[src/rtl/lcdseq_pkg.sv]
package lcdseq_pkg;

  typedef enum logic [1:0] {
    ST_IDLE   = 2'd0,
    ST_SETUP  = 2'd1,
    ST_STROBE = 2'd2,
    ST_WAIT   = 2'd3
  } seq_state_t;

  localparam int BOOT_LEN = 4;
  localparam int BOOT_IDX_W = 3;

  localparam logic [7:0] CMD_FUNC_8B_2L = 8'h38;
  localparam logic [7:0] CMD_DISP_ON    = 8'h0E;
  localparam logic [7:0] CMD_ENTRY_INC  = 8'h06;
  localparam logic [7:0] CMD_CLEAR      = 8'h01;

endpackage

[src/rtl/lcdseq_boot_rom.sv]
module lcdseq_boot_rom
  import lcdseq_pkg::*;
#(
  parameter int IDX_W = BOOT_IDX_W
) (
  input  logic [IDX_W-1:0] idx,
  output logic [7:0]       cmd
);

  always_comb begin
    case (idx)
      IDX_W'(0): cmd = CMD_FUNC_8B_2L;
      IDX_W'(1): cmd = CMD_DISP_ON;
      IDX_W'(2): cmd = CMD_ENTRY_INC;
      default:   cmd = CMD_CLEAR;
    endcase
  end

endmodule

[src/rtl/lcdseq_timer.sv]
module lcdseq_timer #(
  parameter int CNT_W = 8
) (
  input  logic             clk,
  input  logic             rst,
  input  logic             load,
  input  logic [CNT_W-1:0] load_val,
  output logic             zero
);

  logic [CNT_W-1:0] cnt_q;

  always_ff @(posedge clk) begin
    if (rst)              cnt_q <= '0;
    else if (load)        cnt_q <= load_val;
    else if (cnt_q != '0) cnt_q <= cnt_q - 1'b1;
  end

  assign zero = (cnt_q == '0);

endmodule

[src/rtl/lcdseq_pins.sv]
module lcdseq_pins
  import lcdseq_pkg::*;
(
  input  logic       clk,
  input  logic       rst,
  input  seq_state_t state_n,
  input  logic [7:0] byte_n,
  input  logic       rs_n,
  output logic [7:0] lcd_data,
  output logic       lcd_rs,
  output logic       lcd_rw,
  output logic       lcd_en
);

  always_ff @(posedge clk) begin
    if (rst) begin
      lcd_data <= '0;
      lcd_rs   <= 1'b0;
      lcd_rw   <= 1'b0;
      lcd_en   <= 1'b0;
    end else begin
      lcd_data <= byte_n;
      lcd_rs   <= rs_n && ((state_n == ST_SETUP) || (state_n == ST_STROBE));
      lcd_rw   <= 1'b0;
      lcd_en   <= (state_n == ST_STROBE);
    end
  end

  // data is frozen for the whole strobe
  assert_data_hold_R6: assert property (@(posedge clk) disable iff (rst)
    (lcd_en && $past(lcd_en)) |-> $stable(lcd_data));

endmodule

[src/rtl/lcd_write_seq.sv]
module lcd_write_seq
  import lcdseq_pkg::*;
#(
  parameter int SETUP_CYC      = 2,
  parameter int EN_CYC         = 8,
  parameter int WAIT_CYC       = 40,
  parameter int CLEAR_WAIT_CYC = 1600,
  parameter bit AUTO_INIT      = 1'b1
) (
  input  logic       clk,
  input  logic       rst,
  input  logic       req_valid,
  output logic       req_ready,
  input  logic       req_is_data,
  input  logic [7:0] req_byte,
  output logic [7:0] lcd_data,
  output logic       lcd_rs,
  output logic       lcd_rw,
  output logic       lcd_en
);

  localparam int MAX_AB  = (SETUP_CYC > EN_CYC) ? SETUP_CYC : EN_CYC;
  localparam int MAX_CD  = (WAIT_CYC > CLEAR_WAIT_CYC) ? WAIT_CYC : CLEAR_WAIT_CYC;
  localparam int MAX_CYC = (MAX_AB > MAX_CD) ? MAX_AB : MAX_CD;
  localparam int CNT_W   = $clog2(MAX_CYC + 1);
  localparam int RUN_W   = $clog2(EN_CYC + 2);
  localparam logic [BOOT_IDX_W-1:0] BOOT_END   = BOOT_IDX_W'(BOOT_LEN);
  localparam logic [BOOT_IDX_W-1:0] BOOT_START = AUTO_INIT ? '0 : BOOT_END;

  seq_state_t state_q, state_n;
  logic [7:0] cmd_byte_q, cmd_byte_n;
  logic       cmd_rs_q, cmd_rs_n;
  logic [BOOT_IDX_W-1:0] boot_idx_q, boot_idx_n;
  logic [7:0] boot_cmd;
  logic       boot_pending;
  logic       is_clear;
  logic       tmr_load, tmr_zero;
  logic [CNT_W-1:0] tmr_val;
  logic       ready_q;

  lcdseq_boot_rom #(.IDX_W(BOOT_IDX_W)) boot_rom_i (
    .idx (boot_idx_q),
    .cmd (boot_cmd)
  );

  lcdseq_timer #(.CNT_W(CNT_W)) timer_i (
    .clk      (clk),
    .rst      (rst),
    .load     (tmr_load),
    .load_val (tmr_val),
    .zero     (tmr_zero)
  );

  assign boot_pending = (boot_idx_q < BOOT_END);
  assign is_clear     = !cmd_rs_q && (cmd_byte_q == CMD_CLEAR);

  always_comb begin
    state_n    = state_q;
    cmd_byte_n = cmd_byte_q;
    cmd_rs_n   = cmd_rs_q;
    boot_idx_n = boot_idx_q;
    tmr_load   = 1'b0;
    tmr_val    = '0;
    case (state_q)
      ST_IDLE: begin
        if (boot_pending) begin
          cmd_byte_n = boot_cmd;
          cmd_rs_n   = 1'b0;
          boot_idx_n = boot_idx_q + 1'b1;
          state_n    = ST_SETUP;
          tmr_load   = 1'b1;
          tmr_val    = CNT_W'(SETUP_CYC - 1);
        end else if (req_valid && ready_q) begin
          cmd_byte_n = req_byte;
          cmd_rs_n   = req_is_data;
          state_n    = ST_SETUP;
          tmr_load   = 1'b1;
          tmr_val    = CNT_W'(SETUP_CYC - 1);
        end
      end
      ST_SETUP: begin
        if (tmr_zero) begin
          state_n  = ST_STROBE;
          tmr_load = 1'b1;
          tmr_val  = CNT_W'(EN_CYC - 1);
        end
      end
      ST_STROBE: begin
        if (tmr_zero) begin
          state_n  = ST_WAIT;
          tmr_load = 1'b1;
          tmr_val  = is_clear ? CNT_W'(CLEAR_WAIT_CYC - 1) : CNT_W'(WAIT_CYC - 1);
        end
      end
      default: begin
        if (tmr_zero) state_n = ST_IDLE;
      end
    endcase
  end

  always_ff @(posedge clk) begin
    if (rst) begin
      state_q    <= ST_IDLE;
      cmd_byte_q <= '0;
      cmd_rs_q   <= 1'b0;
      boot_idx_q <= BOOT_START;
      ready_q    <= 1'b0;
    end else begin
      state_q    <= state_n;
      cmd_byte_q <= cmd_byte_n;
      cmd_rs_q   <= cmd_rs_n;
      boot_idx_q <= boot_idx_n;
      ready_q    <= (state_n == ST_IDLE) && (boot_idx_n >= BOOT_END);
    end
  end

  assign req_ready = ready_q;

  lcdseq_pins pins_i (
    .clk      (clk),
    .rst      (rst),
    .state_n  (state_n),
    .byte_n   (cmd_byte_n),
    .rs_n     (cmd_rs_n),
    .lcd_data (lcd_data),
    .lcd_rs   (lcd_rs),
    .lcd_rw   (lcd_rw),
    .lcd_en   (lcd_en)
  );

  // Strobe length monitor for the width property
  logic [RUN_W-1:0] en_run_q;
  always_ff @(posedge clk) begin
    if (rst)         en_run_q <= '0;
    else if (lcd_en) en_run_q <= en_run_q + 1'b1;
    else             en_run_q <= '0;
  end

  assert_en_width_R6: assert property (@(posedge clk) disable iff (rst)
    $fell(lcd_en) |-> (en_run_q == RUN_W'(EN_CYC)));

  // bus settled before the strobe begins
  assert_setup_settled_R5: assert property (@(posedge clk) disable iff (rst)
    $rose(lcd_en) |-> ($stable(lcd_data) && $stable(lcd_rs)));

  assert_rs_cleared_R7: assert property (@(posedge clk) disable iff (rst)
    $fell(lcd_en) |-> !lcd_rs);

  assert_busy_not_ready_R9: assert property (@(posedge clk) disable iff (rst)
    lcd_en |-> !req_ready);

  assert_ready_bus_quiet_R9: assert property (@(posedge clk) disable iff (rst)
    req_ready |-> (!lcd_en && !lcd_rs));

endmodule

[config.mk]
export PLATFORM = sky130hd
export DESIGN_NAME = lcd_write_seq
export DESIGN_NICKNAME = d
export VERILOG_FILES = /design/src/rtl/lcdseq_pkg.sv /design/src/rtl/lcdseq_boot_rom.sv /design/src/rtl/lcdseq_timer.sv /design/src/rtl/lcdseq_pins.sv /design/src/rtl/lcd_write_seq.sv
export SDC_FILE = /design/constraint.sdc
export NUM_CORES = 1
export LEC_CHECK = 0
export BUFFER_PORTS_ARGS = -buffer_cell sky130_fd_sc_hd__buf_4
export CAP_MARGIN = 20
export CELL_PAD_IN_SITES_DETAIL_PLACEMENT = 2
export CELL_PAD_IN_SITES_GLOBAL_PLACEMENT = 2
export CORE_AREA = 4 4 74 76
export CTS_CLUSTER_DIAMETER = 80
export CTS_CLUSTER_SIZE = 24
export DETAILED_ROUTE_END_ITERATION = 8
export DIE_AREA = 0 0 78 80
export PLACE_DENSITY = 0.73
export SETUP_SLACK_MARGIN = 0.5
export SLEW_MARGIN = 5
export SYNTH_ARGS = -nofsm -noshare
export SYNTH_HDL_FRONTEND = slang
export SYNTH_SLANG_ARGS = --single-unit
[constraint.sdc]
create_clock -name clk -period 2.85 [get_ports clk]
set_input_delay 0.57 -clock clk [delete_from_list [all_inputs] [get_ports clk]]
set_output_delay 0.57 -clock clk [all_outputs]
set_load 0.1 [all_outputs]
==> results.ini, run 1 <==
[critical_path]
worstRegToRegCells=6
critical_path_peak_fanout=7
r2r-end=pins_i.lcd_rs
reg2reg_from=timer_i.cnt_q[4]
worst_ep_required_time_ns=3.03
critical_path_class=reg2reg
critPathLaunchType=register
rrSetupSlack_ns=0.62
end_kind=register
worst_ep_arrival_time_ns=2.42

[sta]
maxSlewViolCount=0
layout_min_cycle_time_ns=2.23
holdWs_ns=0.477
share_of_the_cycle_needed_by_the_critical_path_after_routing_pct=78.4
setup_violations=0
max_transition_margin_pct=60.0
hold_viol=0
clock-skew-final_ns=0.00756
setup_tns_ns=0
worst_pin_slew_ns=0.595
fmax_ghz=0.448
grt_setup_unrepaired=no

[floorplanning]
pin_count=24
floorplan.rows=25
start_util_pct=32.3
floorplan.die.height_microns=80
die_w_microns=78
area_inside_the_core_boundary_sq_mm=0.00472
design.die.area_sq_mm=0.00624

[synth]
synth.top_cell.area_share_pct=36.7
postSynthRegisterBits=28
edff_count_synth=0
post_synthesis_net_count=205
synthAdderAreaFrac_pct=9.83
synth_async_sr_flop_share_pct=0
post_synth_instance_area_sq_mm=0.00153
post_synth_xor_area_fraction_pct=2.29
seq_area_frac_synth_pct=36.7
synth_mux_area_share_pct=1.31
synth-main-ff-cell=dfxtp_1
synth_area_leader_cell=dfxtp_1
synth_warnings=0
syn_avg_cell_area_sq_um=8.44
number_of_unique_standard_cell_types_used_by_synthesis=50
synth_top_family_by_area=simple AND/OR/NAND/NOR gates
post_synth_inst_count=181
synth.area.top_cells=dfxtp_1 37%, ha_1 9.8%, a21oi_1 4.6%
synth_compound_area_share_pct=20.4
synthSimpleGateAreaFrac_pct=24.3

[cts]
tritoncts.num_buffers=3
postCtsResizedCells=2
largest_buffer_count_on_any_clock_path=2
cts_tree=built
worst_skew_pair.late_latency_ns=0.28
cts.sinks=28
clk_pin_slew_ns=0.11
root_buffer=clkbuf_8
ctsHoldBuffers=0
cts.repair_timing.setup_buffer_count=0
cts_htree_levels=1

[final_layout]
multi_input_logic_area_sq_um=907
final_nets=227
layout-drive-gt1-share_pct=20.8
area_growth_syn_to_layout_pct=21.4
sequential_cell_area_sq_um=563
num-fill-cells=545
antenna-diode-count=0
layout.cells.most_common_list=26 x dfxtp_1, 26 x buf_4, 15 x nor2_1
instances_no_fill=269

[global_routing]
antenna_found_initial=0
grt_remaining_overflow=0
number_of_global_route_vias_before_repair=1602
grt_pass1_wl_mm=7.99
gr_util_all_layers_pct=16.2
largest_net_degree_at_the_start_of_global_routing=28

[placement]
placed_cells_incl_taps=265
place_hpwl_mm=3.39
port_buffers=22
place_congestion=0.771

[route]
remaining_drc_errors=0
drt_wl_total_mm=4.63
residual_antenna_violating_net_count_after_detailed_routing=0
first_iter_violations=46
first_pass_iters=4
vias_per_cell=5.22
detailroute.via_count=1405
wl_per_cell_microns=17.2

[worst_hold_path]
worst_hold_path.endpoint=timer_i.cnt_q[7]
hold_depth=1
worstHoldPathType=reg2reg
min-delay-start=timer_i.cnt_q[7]

[job]
number_of_maximum_capacitance_constraint_violations=0

[status]
run_status=completed

final cells by class:
class	instances	share of cell area, %
clock buffer	3	2.23
timing repair buffer	26	10.5
clock inverter	1	1.62
sequential	28	30.4
tap	67	4.52
multi-input combinational	135	48.9
inverter	9	1.82
logic make-up after synthesis:
group                    Yosys count
other                              1
AND/OR/NAND/NOR                   70
buffers and inverters             18
multiplexers                       2
flip-flops                        28
XOR/XNOR                           4
AO/OA/AOI/OAI                     46
adder cells (fa/ha/maj)           12
stage by stage:
step | worst slack [ns] | cell area [sq um] | utilization, %
global route | 0.517 | 1850 | 39.3
detailed placement | 0.440 | 1770 | 37.4
global placement | 0.575 | 1770 | 37.4
CTS | 0.519 | 1850 | 39.1
floorplan | 0.689 | 1530 | -
finish | 0.616 | 1850 | 39.3
worst max-delay path, cell delays in order, from the launching register on:
cell,delay [ns]
dfxtp_1,0.37
nor4_1,0.57
and3_2,0.38
nor3_1,0.09
a211o_1,0.27
ha_1,0.31
and2_1,0.14
worst max-delay path by stage:
stage	from	end	slack, ns
2_1_floorplan	state_q[0]	pins_i.lcd_rs	0.69
3_3_place_gp	timer_i.cnt_q[0]	pins_i.lcd_rs	0.58
3_5_place_dp	timer_i.cnt_q[0]	pins_i.lcd_rs	0.44
4_1_cts	state_q[0]	pins_i.lcd_rs	0.52
5_1_grt	boot_idx_q[2]	pins_i.lcd_rs	0.52
6_report	timer_i.cnt_q[4]	pins_i.lcd_rs	0.62
Yosys cell counts, types with 3 or more instances:
cell type   n
or3_1       6
clkbuf_1    5
a21oi_1    14
a211oi_1    4
a21boi_0    3
nor2_1     15
buf_2       3
inv_1       9
nor4_1      3
nand2_1    13
nand3_1     5
ha_1       12
dfxtp_1    28
or4_1       3
nor3_1      8
nor2b_1     3
o21ai_0     4
xnor2_1     3
per-layer routing:
layer	vias to the layer above	GRT usage, %	routed length [microns]
li1	693	-	-
met1	691	18.0	1910
met2	17	30.9	2520
met3	4	2.60	129
met4	0	5.59	65
met5	-	0	0
sequential cells by signal, indices dropped and copies added (netlist names), named ones only:
| name | cells |
|---|---|
| req_ready | 1 |
| pins_i.lcd_data | 8 |
| boot_idx_q | 2 |
| cmd_rs_q | 1 |
| pins_i.lcd_rs | 1 |
| pins_i.lcd_en | 1 |
| state_q | 2 |
| timer_i.cnt_q | 11 |
Power of run 1 is left out: the tool's default activity adds up to more than one toggle a clock period on the data nets, which glitch-free logic cannot reach.
==> inputs of run 2 (changes only) <==
Settings changed: CORE_AREA 4 4 74 76 to 4 4 77 79, DIE_AREA 0 0 78 80 to 0 0 81 83, PLACE_DENSITY 0.73 to 0.71.
Clock period 2.85 ns to 2 ns, I/O delays scaled along.
==> run 2 against run 1 <==
  * Wire length up 34%
  * Critical endpoint is now timer_i.cnt_q[7]
  * Hold slack worse by 0.069 ns
  * Non-clock buffer count up 33
  * Highest routed layer unchanged
  * Sequential share of layout area down 6.6 points
  * Global-route usage up 2.5 points
  * Die area up 7.7%
==> results.ini, run 2 (same netlist as run 1, synthesis figures left out) <==
[route]
drt_wl_total_mm=6.22
detailroute.via_count=1583
first_iter_violations=39
residual_antenna_violating_net_count_after_detailed_routing=0
wl_per_cell_microns=20.3
vias_per_cell=5.16
first_pass_iters=4
remaining_drc_errors=0

[sta]
maxSlewViolCount=0
setup_violations=0
grt_setup_unrepaired=yes
clock-skew-final_ns=0.00901
fmax_ghz=0.511
hold_viol=0
timing.final.ws_setup_ns=0.0424
layout_min_cycle_time_ns=1.96
share_of_the_cycle_needed_by_the_critical_path_after_routing_pct=97.9

[critical_path]
crit_path_end=timer_i.cnt_q[7]
critical_path_class=reg2reg
timing.critical_path.from=timer_i.cnt_q[0]
critical_path_peak_fanout=4
critPathLaunchType=register
worst_ep_required_time_ns=2.22
r2r-end=timer_i.cnt_q[7]
reg2reg_from=timer_i.cnt_q[0]
worstRegToRegCells=4
rrSetupSlack_ns=0.04
worst_ep_arrival_time_ns=2.18
end_kind=register

[floorplanning]
pin_count=24
start_util_pct=28.6
floorplan.rows=27
area_inside_the_core_boundary_sq_mm=0.00534
floorplan.die.height_microns=83
die_w_microns=81
design.die.area_sq_mm=0.00672

[global_routing]
antenna_found_initial=0
grt_remaining_overflow=0
number_of_global_route_vias_before_repair=1817
grt_pass1_wl_mm=9.74
largest_net_degree_at_the_start_of_global_routing=18
gr_util_all_layers_pct=18.7

[cts]
cts_tree=built
largest_buffer_count_on_any_clock_path=2
worst_skew_pair.late_latency_ns=0.28
root_buffer=clkbuf_8
cts.sinks=28
cts_htree_levels=1
clk_pin_slew_ns=0.11
tritoncts.num_buffers=3

[final_layout]
layout-drive-gt1-share_pct=56.6
layout.cells.most_common_list=48 x buf_4, 13 x nor2_1, 11 x dfxtp_2, 11 x dfxtp_1, 9 x nand2_1
most_frequent_standard_cell_in_the_layout_excluding_fill_and_tap_cells=buf_4
area_growth_syn_to_layout_pct=64.5
largest_register_ff_count=11
top_register=timer_i.cnt_q
reg.largest.list=timer_i.cnt_q x11, pins_i.lcd_data x8
final_nets=260
antenna-diode-count=0

[status]
run_status=completed

[placement]
dp_slack_ns=-0.0727
place_congestion=0.750
place_hpwl_mm=3.71
port_buffers=22

[job]
number_of_maximum_capacitance_constraint_violations=0

[worst_hold_path]
worstHoldPathType=in2reg

[run 2: area by class of cell]
class	instances	area, sq um
fillers	585	2820
well taps	72	90.1
inverters	9	48.8
repair buffers	59	518
flip-flops and latches	28	597
clock buffers	4	45.0
multi-input cells	135	1210
[run 2: worst min-delay path by stage]
stage          slack, ns                  to               start  cells after the start
6_report            0.41  pins_i.lcd_data[6]         req_byte[6]                      3
3_5_place_dp        0.47  pins_i.lcd_data[0]  pins_i.lcd_data[0]                      2
3_3_place_gp        0.45  pins_i.lcd_data[7]  pins_i.lcd_data[7]                      2
5_1_grt             0.41  pins_i.lcd_data[6]         req_byte[6]                      3
2_1_floorplan       0.45    timer_i.cnt_q[7]    timer_i.cnt_q[7]                      1
4_1_cts             0.40  pins_i.lcd_data[6]         req_byte[6]                      3
[run 2: routing by layer]
layer	wire [microns]	track usage, %	vias to the layer above
met5	0	0	-
met4	175	5.22	0
met3	135	2.60	14
met2	3270	34.1	26
met1	2640	22.0	781
li1	-	-	762
[run 2: worst max-delay path, stage by stage (launching register included)]
cell     delay, ns
dfxtp_4       0.38
or4_4         0.54
or4_4         0.43
or4_4         0.43
o21ai_2       0.12
[run 2: metrics by stage]
| stage | util (%) | setup TNS (ns) | std cells | hold slack, ns | area (sq um) |
|---|---|---|---|---|---|
| after detailed placement | 35.4 | -0.0727 | 272 | 0.470 | 1890 |
| after floorplan | - | 0 | 181 | 0.450 | 1650 |
| final | 47.1 | 0 | 307 | 0.408 | 2510 |
| after global routing | 47.1 | 0 | 307 | 0.405 | 2510 |
| after global placement | 35.4 | 0 | 272 | 0.449 | 1890 |
| after CTS | 43.4 | 0 | 302 | 0.396 | 2310 |
[run 2: repair_timing]
| action | 4_1_cts | 5_1_grt |
|---|---|---|
| gates resized for setup | 44 | 35 |
| hold buffers | 0 | 0 |
| cloned | 0 | 1 |
| pin swaps | 17 | 19 |
| setup buffers | 26 | 4 |
| setup endpoints to repair | 18 | 26 |
Power of run 2 is left out for the same reason.
==> inputs of run 3 (changes only) <==
Settings changed: CORE_AREA 4 4 77 79 to 4 4 64 95, CTS_CLUSTER_SIZE 24 to unset, DIE_AREA 0 0 81 83 to 0 0 68 99, PLACE_DENSITY 0.71 to 0.7.
==> run 3 against run 2 <==
  * Die area increased by 0.13%
  * Global-route usage is 2.8 points lower
  * Hold slack worse by 0.023 ns
  * First-iteration DRC count down 51%
  * Maximum frequency down 1.2%
==> results.ini, run 3 (same netlist as run 1, synthesis figures left out) <==
[status]
run_status=completed

[global_routing]
grt_util_met1_pct=16.2
use_met3_pct=1.94
number_of_global_route_vias_before_repair=1669
gr_util_all_layers_pct=15.9
grt_remaining_overflow=0
gr-usage-met2_pct=31.4
grt_pass1_wl_mm=8.15
antenna_found_initial=0
largest_net_degree_at_the_start_of_global_routing=28
grt_busiest_layer=met2

[critical_path]
timing.critical_path.mode_cell=or4_4
timing.critical_path.cells=or4_4 -> or4_4 -> or4_4 -> o21ai_2
critPathLaunchType=register
worst_ep_arrival_time_ns=2.21
cpLargestDelayFamily=simple AND/OR/NAND/NOR gates
end_kind=register
worst_ep_required_time_ns=2.22
critical_path_class=reg2reg
max_stage_delay_ns=0.53
path_buf_inv=0
cp_slowest_cell=or4_4
critical_path_peak_fanout=4

[floorplanning]
floorplan.rows=32
design.die.area_sq_mm=0.00673
pin_count=24
die_w_microns=68
start_util_pct=29.4
area_inside_the_core_boundary_sq_mm=0.00520
floorplan.die.height_microns=99

[cts]
cts_htree_levels=1
tritoncts.num_buffers=3
largest_buffer_count_on_any_clock_path=2
ctsHoldBuffers=0
cts_tree=built
cts.sinks=28
clk_pin_slew_ns=0.11
worst_skew_pair.late_latency_ns=0.29
root_buffer=clkbuf_8

[final_layout]
largest_register_ff_count=11
area_growth_syn_to_layout_pct=40.5
layout.cells.most_common_list=36 x buf_4, 13 x dfxtp_1, 12 x nand2_1
top_register=timer_i.cnt_q
post-route-util_pct=41.2
most_frequent_standard_cell_in_the_layout_excluding_fill_and_tap_cells=buf_4
reg.largest.list=timer_i.cnt_q x11, pins_i.lcd_data x8
layout-drive-gt1-share_pct=43.7
antenna-diode-count=0
final_nets=240

[sta]
layout_min_cycle_time_ns=1.98
max_transition_margin_pct=57.4
worst_pin_slew_ns=0.635
grt_setup_unrepaired=yes
setup_tns_ns=0
fmax_ghz=0.504
hold_viol=0
clock-skew-final_ns=0.00804
setup_violations=0
holdWs_ns=0.386
maxSlewViolCount=0
share_of_the_cycle_needed_by_the_critical_path_after_routing_pct=99.1

[route]
first_iter_violations=19
residual_antenna_violating_net_count_after_detailed_routing=0
vias_per_cell=5.27
detailroute.via_count=1491
wl_per_cell_microns=17.9
drt_wl_total_mm=5.06
first_pass_iters=4
remaining_drc_errors=0

[placement]
port_buffers=22
place_hpwl_mm=3.65
place_congestion=0.727

[worst_hold_path]
worstHoldPathType=in2reg

[job]
number_of_maximum_capacitance_constraint_violations=0

run 3: changes by cell type in the layout (fill, tap and decap cells not counted), sizes merged:
| cell | delta |
|---|---|
| buf | -19 |
| clkbuf | -1 |
run 3: cell type report:
class / count / area [sq um]
fillers: 592 / 3060
multi-input cells: 135 / 1060
flip-flops and latches: 28 / 592
repair buffers: 39 / 308
well taps: 68 / 85.1
clock buffers: 4 / 66.3
inverters: 9 / 38.8
run 3: metrics by stage:
| stage | instance area [sq um] | setup WS [ns] | std cells |
|---|---|---|---|
| floorplan | 1650 | 0.120 | 181 |
| global placement | 1910 | 0.129 | 271 |
| detailed placement | 1910 | 0.0122 | 271 |
| CTS | 2070 | 0.0437 | 280 |
| global route | 2150 | -0.0126 | 283 |
| finish | 2150 | 0.0176 | 283 |
run 3: path summary, 6_finish.rpt:
path / depth (start not counted) / slack [ns] / to / from
max: 4 / 0.02 / timer_i.cnt_q[7] / timer_i.cnt_q[0]
min: 3 / 0.39 / pins_i.lcd_data[7] / req_byte[7]
max reg2reg: 4 / 0.02 / timer_i.cnt_q[7] / timer_i.cnt_q[0]
min reg2reg: 2 / 0.48 / pins_i.lcd_data[6] / pins_i.lcd_data[6]
run 3: metal layers:
layer / share of wire [%] / routed length [microns]
met3: 1.7 / 88
met5: 0 / 0
met2: 58 / 2920
met1: 38 / 1940
met4: 2.1 / 107
run 3: worst register-to-register path, delay by kind of cell (launching register included):
| kind | cells | cell delay [ns] |
|---|---|---|
| AOI/OAI and AO/OA | 1 | 0.15 |
| and+or+nand+nor | 3 | 1.41 |
| DFF | 1 | 0.36 |
run 3: timing repair:
action	in CTS	in global routing
pin swaps	2	7
gates resized for setup	19	14
setup endpoints to repair	17	17
setup buffers	5	3
Power of run 3 is left out for the same reason.
